--- src/rtl/colseq_pkg.sv ---
package colseq_pkg;

  localparam int MODE_W = 12;
  localparam int CAS_W  = 2;

  // mode word field positions
  localparam int LEN_LSB = 0;
  localparam int ORD_BIT = 3;
  localparam int LAT_LSB = 4;
  localparam int POL_LSB = 7;

  localparam logic [2:0] LEN_1    = 3'b000;
  localparam logic [2:0] LEN_2    = 3'b001;
  localparam logic [2:0] LEN_4    = 3'b010;
  localparam logic [2:0] LEN_8    = 3'b011;
  localparam logic [2:0] LEN_PAGE = 3'b111;
  localparam logic [2:0] LAT_2    = 3'b010;
  localparam logic [2:0] LAT_3    = 3'b011;
  localparam logic [4:0] POL_BURST  = 5'b00000;
  localparam logic [4:0] POL_WR_ONE = 5'b00100;

  typedef struct packed {
    logic [1:0] len_lg;   // log2 of burst length when not full page
    logic       len_full; // full-page burst
    logic       intl;     // interleaved ordering
    logic       cas3;     // latency 3 when set, else 2
    logic       wr_one;   // writes are single beat
  } mode_cfg_t;

  typedef struct packed {
    logic      ok;
    mode_cfg_t cfg;
  } mode_dec_t;

  localparam mode_cfg_t CFG_RESET = '{len_lg: 2'd0, len_full: 1'b0, intl: 1'b0,
                                      cas3: 1'b0, wr_one: 1'b0};

  function automatic mode_dec_t decode_mode(input logic [MODE_W-1:0] w);
    mode_dec_t  d;
    logic [2:0] len_c;
    logic [2:0] lat_c;
    logic [4:0] pol_c;
    len_c = w[LEN_LSB +: 3];
    lat_c = w[LAT_LSB +: 3];
    pol_c = w[POL_LSB +: 5];
    d = '0;
    d.ok = 1'b1;
    d.cfg.intl = w[ORD_BIT];
    case (len_c)
      LEN_1, LEN_2, LEN_4, LEN_8: d.cfg.len_lg = len_c[1:0];
      LEN_PAGE: begin
        d.cfg.len_full = 1'b1;
        if (w[ORD_BIT]) d.ok = 1'b0;
      end
      default: d.ok = 1'b0;
    endcase
    case (lat_c)
      LAT_2:   d.cfg.cas3 = 1'b0;
      LAT_3:   d.cfg.cas3 = 1'b1;
      default: d.ok = 1'b0;
    endcase
    case (pol_c)
      POL_BURST:  d.cfg.wr_one = 1'b0;
      POL_WR_ONE: d.cfg.wr_one = 1'b1;
      default:    d.ok = 1'b0;
    endcase
    return d;
  endfunction

  // beat-index mask for a non-full-page length
  function automatic logic [2:0] lg_mask(input logic [1:0] lg);
    case (lg)
      2'd0:    return 3'b000;
      2'd1:    return 3'b001;
      2'd2:    return 3'b011;
      default: return 3'b111;
    endcase
  endfunction

endpackage

--- src/rtl/colseq_mode.sv ---
module colseq_mode
  import colseq_pkg::*;
(
  input  logic              clk,
  input  logic              rst_n,
  input  logic              ld,
  input  logic [MODE_W-1:0] word,
  output mode_cfg_t         cfg,
  output logic              err
);

  mode_dec_t dec;
  mode_cfg_t cfg_nxt;
  logic      err_nxt;

  always_comb begin
    dec     = decode_mode(word);
    cfg_nxt = cfg;
    err_nxt = err;
    if (ld) begin
      if (dec.ok) cfg_nxt = dec.cfg;
      else        err_nxt = 1'b1;
    end
  end

  always_ff @(posedge clk or negedge rst_n) begin
    if (!rst_n) begin
      cfg <= CFG_RESET;
      err <= 1'b0;
    end else begin
      if (ld) begin
        cfg <= cfg_nxt;
        err <= err_nxt;
      end
    end
  end

endmodule

--- src/rtl/colseq_addr.sv ---
module colseq_addr
  import colseq_pkg::*;
#(
  parameter int COL_W = 8
) (
  input  logic [COL_W-1:0] base,
  input  logic [COL_W-1:0] beat,
  input  logic [1:0]       len_lg,
  input  logic             len_full,
  input  logic             intl,
  output logic [COL_W-1:0] addr
);

  logic [COL_W-1:0] mask;
  logic [COL_W-1:0] seq_low;
  logic [COL_W-1:0] mix_low;

  always_comb begin
    mask    = len_full ? {COL_W{1'b1}} : COL_W'(lg_mask(len_lg));
    seq_low = base + beat;
    mix_low = base ^ beat;
  end

  // bits inside the burst block follow the order; bits above it stay put
  for (genvar b = 0; b < COL_W; b++) begin : g_bit
    assign addr[b] = mask[b] ? (intl ? mix_low[b] : seq_low[b]) : base[b];
  end

endmodule

--- src/rtl/colseq_beat.sv ---
module colseq_beat
  import colseq_pkg::*;
#(
  parameter int COL_W = 8
) (
  input  logic             clk,
  input  logic             rst_n,
  input  logic             start,
  input  logic             stop,
  input  logic             adv,
  input  logic             wr,
  input  logic [COL_W-1:0] start_col,
  input  mode_cfg_t        cfg,
  input  logic [COL_W-1:0] next_addr,
  output logic             active,
  output logic             last,
  output logic [COL_W-1:0] col_q,
  output logic [COL_W-1:0] beat_inc,
  output logic [COL_W-1:0] base_q,
  output logic [1:0]       lg_q,
  output logic             full_q,
  output logic             intl_q
);

  logic [COL_W-1:0] beat_q;
  logic             active_n;
  logic [COL_W-1:0] beat_n;
  logic [COL_W-1:0] col_n;
  logic [COL_W-1:0] base_n;
  logic [1:0]       lg_n;
  logic             full_n;
  logic             intl_n;
  logic             one_beat;
  logic             upd;

  assign beat_inc = beat_q + 1'b1;
  assign last     = active && !full_q && (beat_q == COL_W'(lg_mask(lg_q)));
  assign one_beat = wr && cfg.wr_one;
  assign upd      = start || stop || (active && adv);

  always_comb begin
    active_n = active;
    beat_n   = beat_q;
    col_n    = col_q;
    base_n   = base_q;
    lg_n     = lg_q;
    full_n   = full_q;
    intl_n   = intl_q;
    if (start) begin
      active_n = 1'b1;
      beat_n   = '0;
      col_n    = start_col;
      base_n   = start_col;
      lg_n     = one_beat ? 2'd0 : cfg.len_lg;
      full_n   = one_beat ? 1'b0 : cfg.len_full;
      intl_n   = cfg.intl;
    end else if (stop) begin
      active_n = 1'b0;
    end else if (active && adv) begin
      if (last) begin
        active_n = 1'b0;
      end else begin
        beat_n = beat_inc;
        col_n  = next_addr;
      end
    end
  end

  always_ff @(posedge clk or negedge rst_n) begin
    if (!rst_n) begin
      active <= 1'b0;
      beat_q <= '0;
      col_q  <= '0;
      base_q <= '0;
      lg_q   <= 2'd0;
      full_q <= 1'b0;
      intl_q <= 1'b0;
    end else begin
      if (upd) begin
        active <= active_n;
        beat_q <= beat_n;
        col_q  <= col_n;
        base_q <= base_n;
        lg_q   <= lg_n;
        full_q <= full_n;
        intl_q <= intl_n;
      end
    end
  end

endmodule

--- src/rtl/sdram_colseq.sv ---
module sdram_colseq
  import colseq_pkg::*;
#(
  parameter int COL_W = 8
) (
  input  logic              clk,
  input  logic              rst_n,
  input  logic              mode_ld,
  input  logic [MODE_W-1:0] mode_word,
  input  logic              brst_start,
  input  logic              brst_write,
  input  logic [COL_W-1:0]  brst_col,
  input  logic              beat_adv,
  input  logic              brst_stop,
  output logic [COL_W-1:0]  col_addr,
  output logic              brst_active,
  output logic              brst_last,
  output logic [CAS_W-1:0]  cas_lat,
  output logic              cfg_err
);

  mode_cfg_t        cfg;
  logic [COL_W-1:0] beat_inc;
  logic [COL_W-1:0] base_q;
  logic [1:0]       lg_q;
  logic             full_q;
  logic             intl_q;
  logic [COL_W-1:0] next_addr;

  colseq_mode u_mode (
    .clk  (clk),
    .rst_n(rst_n),
    .ld   (mode_ld),
    .word (mode_word),
    .cfg  (cfg),
    .err  (cfg_err)
  );

  colseq_addr #(.COL_W(COL_W)) u_addr (
    .base    (base_q),
    .beat    (beat_inc),
    .len_lg  (lg_q),
    .len_full(full_q),
    .intl    (intl_q),
    .addr    (next_addr)
  );

  colseq_beat #(.COL_W(COL_W)) u_beat (
    .clk      (clk),
    .rst_n    (rst_n),
    .start    (brst_start),
    .stop     (brst_stop),
    .adv      (beat_adv),
    .wr       (brst_write),
    .start_col(brst_col),
    .cfg      (cfg),
    .next_addr(next_addr),
    .active   (brst_active),
    .last     (brst_last),
    .col_q    (col_addr),
    .beat_inc (beat_inc),
    .base_q   (base_q),
    .lg_q     (lg_q),
    .full_q   (full_q),
    .intl_q   (intl_q)
  );

  assign cas_lat = cfg.cas3 ? CAS_W'(3) : CAS_W'(2);

endmodule

--- config.mk ---
export PLATFORM = sky130hd
export DESIGN_NAME = sdram_colseq
export DESIGN_NICKNAME = d
export VERILOG_FILES = /design/src/rtl/colseq_pkg.sv /design/src/rtl/colseq_mode.sv /design/src/rtl/colseq_addr.sv /design/src/rtl/colseq_beat.sv /design/src/rtl/sdram_colseq.sv
export SDC_FILE = /design/constraint.sdc
export NUM_CORES = 1
export LEC_CHECK = 0
export BUFFER_PORTS_ARGS = -buffer_cell sky130_fd_sc_hd__buf_2
export CAP_MARGIN = 0
export CORE_ASPECT_RATIO = 0.6
export CORE_MARGIN = 10
export CORE_UTILIZATION = 40
export DETAILED_ROUTE_END_ITERATION = 10
export GPL_TIMING_DRIVEN = 1
export PLACE_DENSITY = 0.73
export SETUP_SLACK_MARGIN = 0.2
export SYNTH_ARGS = -nofsm -noshare
export SYNTH_HDL_FRONTEND = slang
export SYNTH_SLANG_ARGS = --single-unit
--- constraint.sdc ---
create_clock -name clk -period 4.9 [get_ports clk]
set_clock_uncertainty 0.15 [all_clocks]
set_input_delay 0.245 -clock clk [delete_from_list [all_inputs] [get_ports clk]]
set_output_delay 0.245 -clock clk [all_outputs]
set_load 0.01 [all_outputs]
### Yosys cells after proc, flatten, opt, wreduce, memory -nomap -nowiden

Cells that the tools add are included.

| storage, ports and cells | value |
|---|---|
| word-level logic and storage cells | 91 |
| ROM bits | 0 |
| output and inout port bits | 13 |
| memories | 0 |
| latch bits | 0 |
| bits in writable memories | 0 |
| flip-flop bits (word level) | 36 |

| operators by class | value |
|---|---|
| reductions and logical operators | 21 |
| shift-type cells | 0 |
| bitwise operators | 2 |
| $add $sub $neg | 2 |
| multiplexer cells | 41 |
| divide/modulo/power cells | 0 |
| order comparisons | 0 |
| equality and inequality tests | 12 |
| multipliers | 0 |

Operators with widths:

| cell | count |
|---|---|
| 8-bit two-way mux | 9 |
| 1-bit two-way mux | 28 |
| 3-bit by 2-bit equality test with 1-bit output (second input constant) | 4 |
| 3-bit one-hot mux with 3 select lines | 1 |
| 8-bit by 1-bit adder with 8-bit output (second input constant) | 1 |
| 8-bit adder | 1 |
| 8-bit by 3-bit equality test with 1-bit output | 1 |
| 8-bit XOR | 1 |
| 2-bit AND reduction | 3 |
| 3-bit nonzero test | 2 |
| 5-bit by 3-bit equality test with 1-bit output (second input constant) | 1 |
| 5-bit zero test | 1 |
| 1-bit logical AND | 4 |
| 2-bit two-way mux | 2 |
| 2-bit inequality test (second input constant) | 2 |
| 4-bit AND reduction | 1 |
| 2-bit OR reduction | 2 |
| 4-bit OR reduction | 1 |
| 3-bit by 1-bit equality test with 1-bit output (second input constant) | 1 |
| 3-bit equality test (second input constant) | 1 |
| 3-bit zero test | 1 |
| 3-bit AND reduction | 1 |
| 2-bit by 1-bit equality test with 1-bit output (second input constant) | 1 |
| 2-bit equality test (second input constant) | 1 |
| 6 further kinds | 7 |

### Logic depth before layout (Yosys ltp)

Gate-level depths: netlist of the first run.

| depth | value |
|---|---|
| depth after elaboration | 8 |
| depth in mapped cells | 11 |
| depth with buffers taken out | 11 |

### Cells and area by module

Synthesis of the first run repeated with hierarchy kept, for this count alone.

| second synthesis, totals | value |
|---|---|
| cells, all modules | 263 |
| area, all modules | 2502.4 µm² |

By module, submodules not included:

| module | cells each | area each (µm²) | sequential area each (µm²) | instances |
|---|---|---|---|---|
| colseq_beat | 172 | 1705.4 | 725.7 | 1 |
| colseq_addr | 62 | 437.9 | 0.0 | 1 |
| colseq_mode | 27 | 347.8 | 175.2 | 1 |
| sdram_colseq | 2 | 11.3 | 0.0 | 1 |

### Worst setup path after synthesis of the first run

OpenSTA, ideal clock, no wires.

| timing path | value |
|---|---|
| kind | reg-to-reg |
| start point | register u_beat.beat_q[0] |
| end point | register u_beat.col_q[6] |
| required time | 4622 ps |
| setup time | 128 ps |
| path buffers | 0 |
| period minus slack after synthesis | 2404 ps |
| setup slack | 2496 ps |
| cell stages (with the launch flop) | 9 |
| arrival time | 2127 ps |
| path through | dfrtp_1 > ha_1 > fa_1 > a21o_1 > a21oi_1 > o211ai_1 > xnor2_1 > o221ai_1 > mux2_1 |

| on the way | value |
|---|---|
| word-level cells in the longest chain between the ends | 8 |
| elaborated cells on any way between the ends | 13 |
| classes of those cells | add/sub: 2; eq/ne: 2; mux: 6; bitwise: 1; reduce/logical: 2 |

RTL lines:

| item | RTL line | RTL |
|---|---|---|
| start: declaration | colseq_beat.sv:25 | `logic [COL_W-1:0] beat_q;` |
| start signal: assignment | colseq_beat.sv:81 | `beat_q <= beat_n;` |
| 8-bit by 1-bit adder with 8-bit output | colseq_beat.sv:36 | `assign beat_inc = beat_q + 1'b1;` |
| 8-bit adder or 8-bit XOR (tied branches) | colseq_addr.sv:20, colseq_addr.sv:21 |  |
| 1-bit two-way mux (2 in a row) | colseq_addr.sv:26 | `assign addr[b] = mask[b] ? (intl ? mix_low[b] : seq_low[b]) : base[b];` |
| 8-bit two-way mux | colseq_beat.sv:60 | `if (last) begin` |
| 8-bit two-way mux | colseq_beat.sv:59 | `end else if (active && adv) begin` |
| 8-bit two-way mux | colseq_beat.sv:57 | `end else if (stop) begin` |
| 8-bit two-way mux | colseq_beat.sv:49 | `if (start) begin` |
| end signal: assignment | colseq_beat.sv:82 | `col_q <= col_n;` |
| end: declaration | colseq_beat.sv:17 | `output logic [COL_W-1:0] col_q,` |

Several ways; a longest one is shown, not always the timed one. The select of a mux whose other input is x is not followed.
A chain may end at the register's enable or synchronous reset.

### Worst setup path after layout of the first run

| timing path | value |
|---|---|
| start point | register u_beat.beat_q[0] |
| end point | register u_beat.col_q[7] |

Same word-level chain as after synthesis.

==> flow_summary.ini, run 1 <==
[synthesis]
synthXorXnorAreaFrac_pct = 5.97
synth_top_area_share_pct = 40.9
synth_edf_count = 0
synth_nets = 266
synth_seq_cells = 36
seq_area_frac_synth_pct = 40.9
synthAdderAreaFrac_pct = 6.59
avgSynthCellArea_um2 = 9.66
synth_compound_area_share_pct = 17.8
synthTopCellsByCount = dfrtp_1 (36), nand2_1 (17), o21ai_0 (17)
yosysUniqueCellTypes = 52
yosys_warnings = 0
synth_top_cells_by_area = dfrtp_1 (41%), ha_1 (5.7%), o21ai_0 (3.9%)
async_flop_share_pct = 100
syn_inst = 228
synth.most_common_cell = dfrtp_1
syn-cell-area_um2 = 2200
synthMuxAreaShare_pct = 6.82
yosysTopAreaCell = dfrtp_1
yosys.area_share.simple_pct = 15.9
synth_top_family_by_area = compound AO/OA/AOI/OAI gates
ys.flop_type = dfrtp_1

[global_routing]
overflow = 0
grt_pass1_wl_mm = 8.27
grt_max_degree = 42
antenna_found_initial = 0
grt_pass1_vias = 1671
gr-usage-all-layers_pct = 11.4

[place]
gp_congestion = 0.857
pre_cts_ws_ns = 2.09
hpwl_mm = 3.72
portBuffers = 38
dp_cells = 320

[routing]
wirelength_mm = 4.99
drtAntennaViolNets = 0
drc = 0
wl_per_cell_um = 15.2
drtIter0Drc = 88
vias = 1764
drt-pass1-iter-count = 4
viasPerCell = 5.36

[timing]
worst_slew_pin_slew_ns = 0.818
min_period_ns = 2.80
fin_setup_tns_ns = 0
setup_viol = 0
slew_headroom_pct = 45.5
finalCritPeriodShare_pct = 57.1
max_freq_mhz = 358
setup_slack_ns = 2.10
hold_violations = 0
rsz0062_at_grt = no
final_max_slew_viol_count = 0

[floorplan]
io_pins = 40
coreArea_um2 = 5180
die-height_um = 77.5
fp.dieArea_um2 = 8970
start_util_pct = 42.5
rows = 20
die_x_um = 116

[layout]
final_cells = 329
area_growth_pct = 14.6
diodes = 0
fillers = 499
post-route-util_pct = 48.7
fin_nets = 300
drive_gt1_share_pct = 22.1
seq_area_um2 = 901
multiInputGateArea_um2 = 1170

[critical_path]
cpPeakStageDelay_ns = 0.43
critPathSlowestCell = dfrtp_1
path_cells = ha_1 -> nand3_1 -> nor2_1 -> xor2_1 -> ha_1 -> a21oi_1 -> o211ai_1 -> nand2_1 -> xnor2_1 -> a21oi_1 -> o31ai_1
arrival_ns = 2.84
worstSetupEndpointType = flop
worstSetupPathType = reg -> reg
required_ns = 4.95
crit_family = compound AO/OA/AOI/OAI gates
path_buf_inv = 0
critPathMaxFanout = 5
start_kind = flop

[power_and_ir_drop]
combPwrFrac_pct = 18.5
p_leak_nw = 1.26
pwr-share-seq_pct = 46.6
p_sw_share_pct = 28.6
ir_worst_vdd_v = 0.000151
p_int_mw = 0.537
powerDensity_nw_per_um2 = 298
power.share.clock_pct = 34.9
total_power_mw = 0.753
power_switching_mw = 0.215

[clock_network]
cts_resized = 0
post_cts_buffers = 0
cts.path.max_buffers = 2
clk_pin_slew_worst_paths_ns = 0.07
cts_tree = done
numCtsBuffers = 5
hold_buffers = 1
cts-root-buf = clkbuf_8
htreeDepth = 2
clk_latency_ns = 0.29
clock-sinks = 36

[min_path]
hold_class = in -> reg

[status]
status = finished clean

[job]
maxCapViolCount = 0
power groups by stage:
stage / combinational (mW) / sequential, mW / clock (mW)
2_1_floorplan: 0.0938 / 0.350 / 0
3_3_place_gp: 0.135 / 0.355 / 0
3_5_place_dp: 0.139 / 0.356 / 0
4_1_cts: 0.141 / 0.351 / 0.269
5_1_grt: 0.159 / 0.355 / 0.286
6_report: 0.139 / 0.351 / 0.263
final timing paths:
path                                   from         endpoint  slack [ns]  cells after the start
min                            mode_word[4]    u_mode.cfg[1]        0.02                      3
min in group asynchronous             rst_n  u_beat.col_q[7]        0.43                      2
max in group asynchronous             rst_n    u_mode.cfg[5]        3.65                      2
max                        u_beat.beat_q[0]  u_beat.col_q[7]        2.10                     11
max reg2reg                u_beat.beat_q[0]  u_beat.col_q[7]        2.10                     11
min reg2reg                 u_beat.col_q[6]  u_beat.col_q[6]        0.34                      1
registers in the layout (all words and copies together) (netlist names):
name           count
u_beat.beat_q      8
u_mode.err         1
u_beat.lg_q        2
u_mode.cfg         6
u_beat.col_q       8
u_beat.intl_q      1
u_beat.active      1
u_beat.full_q      1
u_beat.base_q      8
per-stage QoR:
stage / hold WS [ns] / area (µm²)
finish: 0.0215 / 2520
global placement: 0.232 / 2410
global route: 0.0216 / 2520
detailed placement: 0.234 / 2410
floorplan: -0.201 / 2200
CTS: 0.0191 / 2520
worst min-delay path, cell delays in order:
cell	delay, ns
buf_2	0.08
nand3_1	0.05
o21ai_0	0.06
cell families (layout without fill, tap and decap cells):
group | Yosys count | in the layout
compound gates | 59 | 59
xor+xnor | 15 | 15
fa+ha+maj | 11 | 11
buf+inv | 28 | 63
flops | 36 | 36
mux | 14 | 14
other cells | 1 | 1
simple gates | 64 | 64
cell usage in the layout, fill, tap and decap left out, drive strengths merged, types with 3 or more instances in the layout:
| cell type | n |
|---|---|
| a21oi | 8 |
| and3 | 4 |
| buf | 38 |
| clkbuf | 6 |
| dfrtp | 36 |
| ha | 10 |
| inv | 16 |
| mux2 | 8 |
| mux2i | 6 |
| nand2 | 17 |
| nand3 | 7 |
| nand3b | 3 |
| nand4 | 3 |
| nor2 | 12 |
| nor2b | 4 |
| nor3 | 5 |
| o211ai | 6 |
| o21a | 5 |
| o21ai | 23 |
| o21ba | 3 |
| xnor2 | 9 |
| xor2 | 6 |
layout make-up:
type                    count  share of cell area, %
multi-input cells         164                   46.5
repair buffers             39                   7.93
flip-flops and latches     36                   35.7
inverters                  16                   2.38
well taps                  66                   3.27
clock inverters             2                   1.39
clock buffers               6                   2.88
routing by layer:
metal / wire, µm / track usage (%) / up-vias
li1: - / - / 871
met1: 2500 / 16.3 / 826
met2: 2000 / 15.2 / 59
met3: 427 / 4.07 / 8
met4: 63 / 4.10 / 0
met5: 0 / 0 / -
No activity file was read; power rests on OpenSTA's default activity.
==> run 2, diff against run 1 <==
Settings changed: PLACE_DENSITY 0.73 to 0.75.
Clock period 4.9 ns to 2.37 ns, I/O delays scaled along.
==> run 2 against run 1 <==
Against the previous run:
- the flow now finishes with violations (setup timing)
- worst setup slack lost 2.2 ns
- worst hold slack gained 0.039 ns
- sequential power grew 110%
- count of clock-buffer cells in the layout shrank 1
- routed wire length grew 19%
- design area grew 27%
- sequential share of layout area shrank 7.5 points
- non-clock buffer count grew 53
- highest routed layer unchanged
- critical path depth is the same
==> flow_summary.ini, run 2 (synthesis results as in run 1) <==
[timing]
max_freq_mhz = 413
setup_viol = 5
whs_ns = 0.0601
setup_slack_ns = -0.0496
worst_slew_pin_slew_ns = 0.826
min_period_ns = 2.42
final_max_slew_viol_count = 0
rsz0062_at_grt = yes
slew_headroom_pct = 44.9
finalCritPeriodShare_pct = 102
hold_violations = 0

[critical_path]
worstSetupPathType = reg -> reg
critPathSlowestCell = dfrtp_1
critPathMaxFanout = 3
worstSetupEndpointType = flop
path_buf_inv = 0
arrival_ns = 2.46
path_cells = ha_4 -> nand3_4 -> nor2_4 -> xor2_2 -> ha_1 -> a21oi_2 -> o211ai_1 -> nand2_1 -> xnor2_1 -> and3_1 -> o31ai_2
start_kind = flop
required_ns = 2.42
crit_family = simple AND/OR/NAND/NOR gates
cpPeakStageDelay_ns = 0.42

[routing]
vias = 1961
drtIter0Drc = 86
drc = 0
drt-pass1-iter-count = 4
drtAntennaViolNets = 0
viasPerCell = 5.13
wirelength_mm = 5.97
wl_per_cell_um = 15.6

[status]
status = complete, but fails checks
failed_checks = setup timing

[layout]
drive_gt1_share_pct = 38.6
fin_area_um2 = 3210
final_cell_mix = buf_2 (37), dfrtp_1 (33), buf_4 (25)
final_cells = 382
reg_top3 = u_beat.base_q (8), u_beat.beat_q (8), u_beat.col_q (8)
diodes = 0
area_growth_pct = 45.9
final_common_cell = buf_2
fin_nets = 353

[global_routing]
gr-usage-all-layers_pct = 13.3
overflow = 0
grt_max_degree = 37
grt_pass1_vias = 2008
grt_pass1_wl_mm = 9.88
antenna_found_initial = 0

[place]
hpwl_mm = 3.98
dpl-instance-area_um2 = 2610
portBuffers = 38
dp_cells = 342
gp_congestion = 0.938

[clock_network]
numCtsBuffers = 5
clock-sinks = 36
clk_latency_ns = 0.29
cts.path.max_buffers = 2
clk_pin_slew_worst_paths_ns = 0.08
htreeDepth = 2
cts-root-buf = clkbuf_8
cts_tree = done

[power_and_ir_drop]
power_switching_mw = 0.506
p_leak_nw = 1.52
power.share.clock_pct = 28.4
p_int_mw = 1.09
ir_worst_vdd_v = 0.000431
powerDensity_nw_per_um2 = 498
combPwrFrac_pct = 26.5
p_sw_share_pct = 31.6
pwr-share-seq_pct = 45.1

[floorplan]
fp.dieArea_um2 = 8970
rows = 20
start_util_pct = 42.5
die-height_um = 77.5
io_pins = 40
coreArea_um2 = 5180
die_x_um = 116

[job]
maxCapViolCount = 0

[min_path]
hold_class = in -> reg
run 2: path summary, 6_finish.rpt:
kind | startpoint | endpoint | slack (ns) | depth (start not counted)
setup / recovery | u_beat.beat_q[1] | u_beat.col_q[7] | -0.05 | 11
hold / removal | brst_write | u_beat.lg_q[0] | 0.06 | 4
setup reg to reg | u_beat.beat_q[1] | u_beat.col_q[7] | -0.05 | 11
hold reg to reg | u_mode.err | u_mode.err | 0.33 | 1
max in group asynchronous | rst_n | u_beat.beat_q[0] | 1.19 | 2
min in group asynchronous | rst_n | u_beat.col_q[3] | 0.31 | 2
run 2: area by class of cell:
| class | instances | area (µm²) |
|---|---|---|
| multi-input combinational | 164 | 1380 |
| sequential | 36 | 905 |
| clock inverter | 3 | 23.8 |
| fill | 431 | 1970 |
| timing repair buffer | 92 | 697 |
| inverter | 16 | 60.1 |
| clock buffer | 5 | 68.8 |
| tap | 66 | 82.6 |
run 2: worst register-to-register path, delay by kind of cell (launching register included):
family / cells / cell delay, ns
DFF: 1 / 0.42
and+or+nand+nor: 4 / 0.54
AOI/OAI and AO/OA: 3 / 0.51
xor gates and xnor gates: 2 / 0.25
adders and majority gates: 2 / 0.46
run 2: per-stage QoR:
| stage | power, mW | util, % | TNS [ns] | worst slack, ns |
|---|---|---|---|---|
| floorplan | 0.926 | - | 0 | 0.0755 |
| global placement | 1.05 | 50.3 | -0.182 | -0.132 |
| detailed placement | 1.06 | 50.3 | -0.459 | -0.159 |
| CTS | 1.57 | 59.4 | -0.0444 | -0.0237 |
| global route | 1.69 | 62.0 | -0.762 | -0.227 |
| finish | 1.60 | 62.0 | -0.120 | -0.0496 |
run 2: what timing repair did:
action | 4_1_cts | 5_1_grt
setup buffers | 9 | 2
hold buffers | 21 | 0
endpoints found under the hold margin | 57 | 0
pin swaps | 24 | 14
resized for setup | 18 | 23
endpoints found under the setup margin | 9 | 15
run 2: metal layers:
layer  routed length [µm]  vias to the layer above  global-route usage, %
met5                    0                        -                      0
met4                   47                        0                   2.36
met3                  399                        6                   4.53
met2                 2680                       57                   20.3
met1                 2840                      932                   17.9
li1                     -                      966                      -
run 2: power by group through the flow:
stage / Sequential (mW) / Clock, mW / Combinational, mW
2_1_floorplan: 0.725 / 0 / 0.201
5_1_grt: 0.731 / 0.486 / 0.468
4_1_cts: 0.719 / 0.463 / 0.384
3_3_place_gp: 0.727 / 0 / 0.321
6_report: 0.722 / 0.454 / 0.424
3_5_place_dp: 0.730 / 0 / 0.329
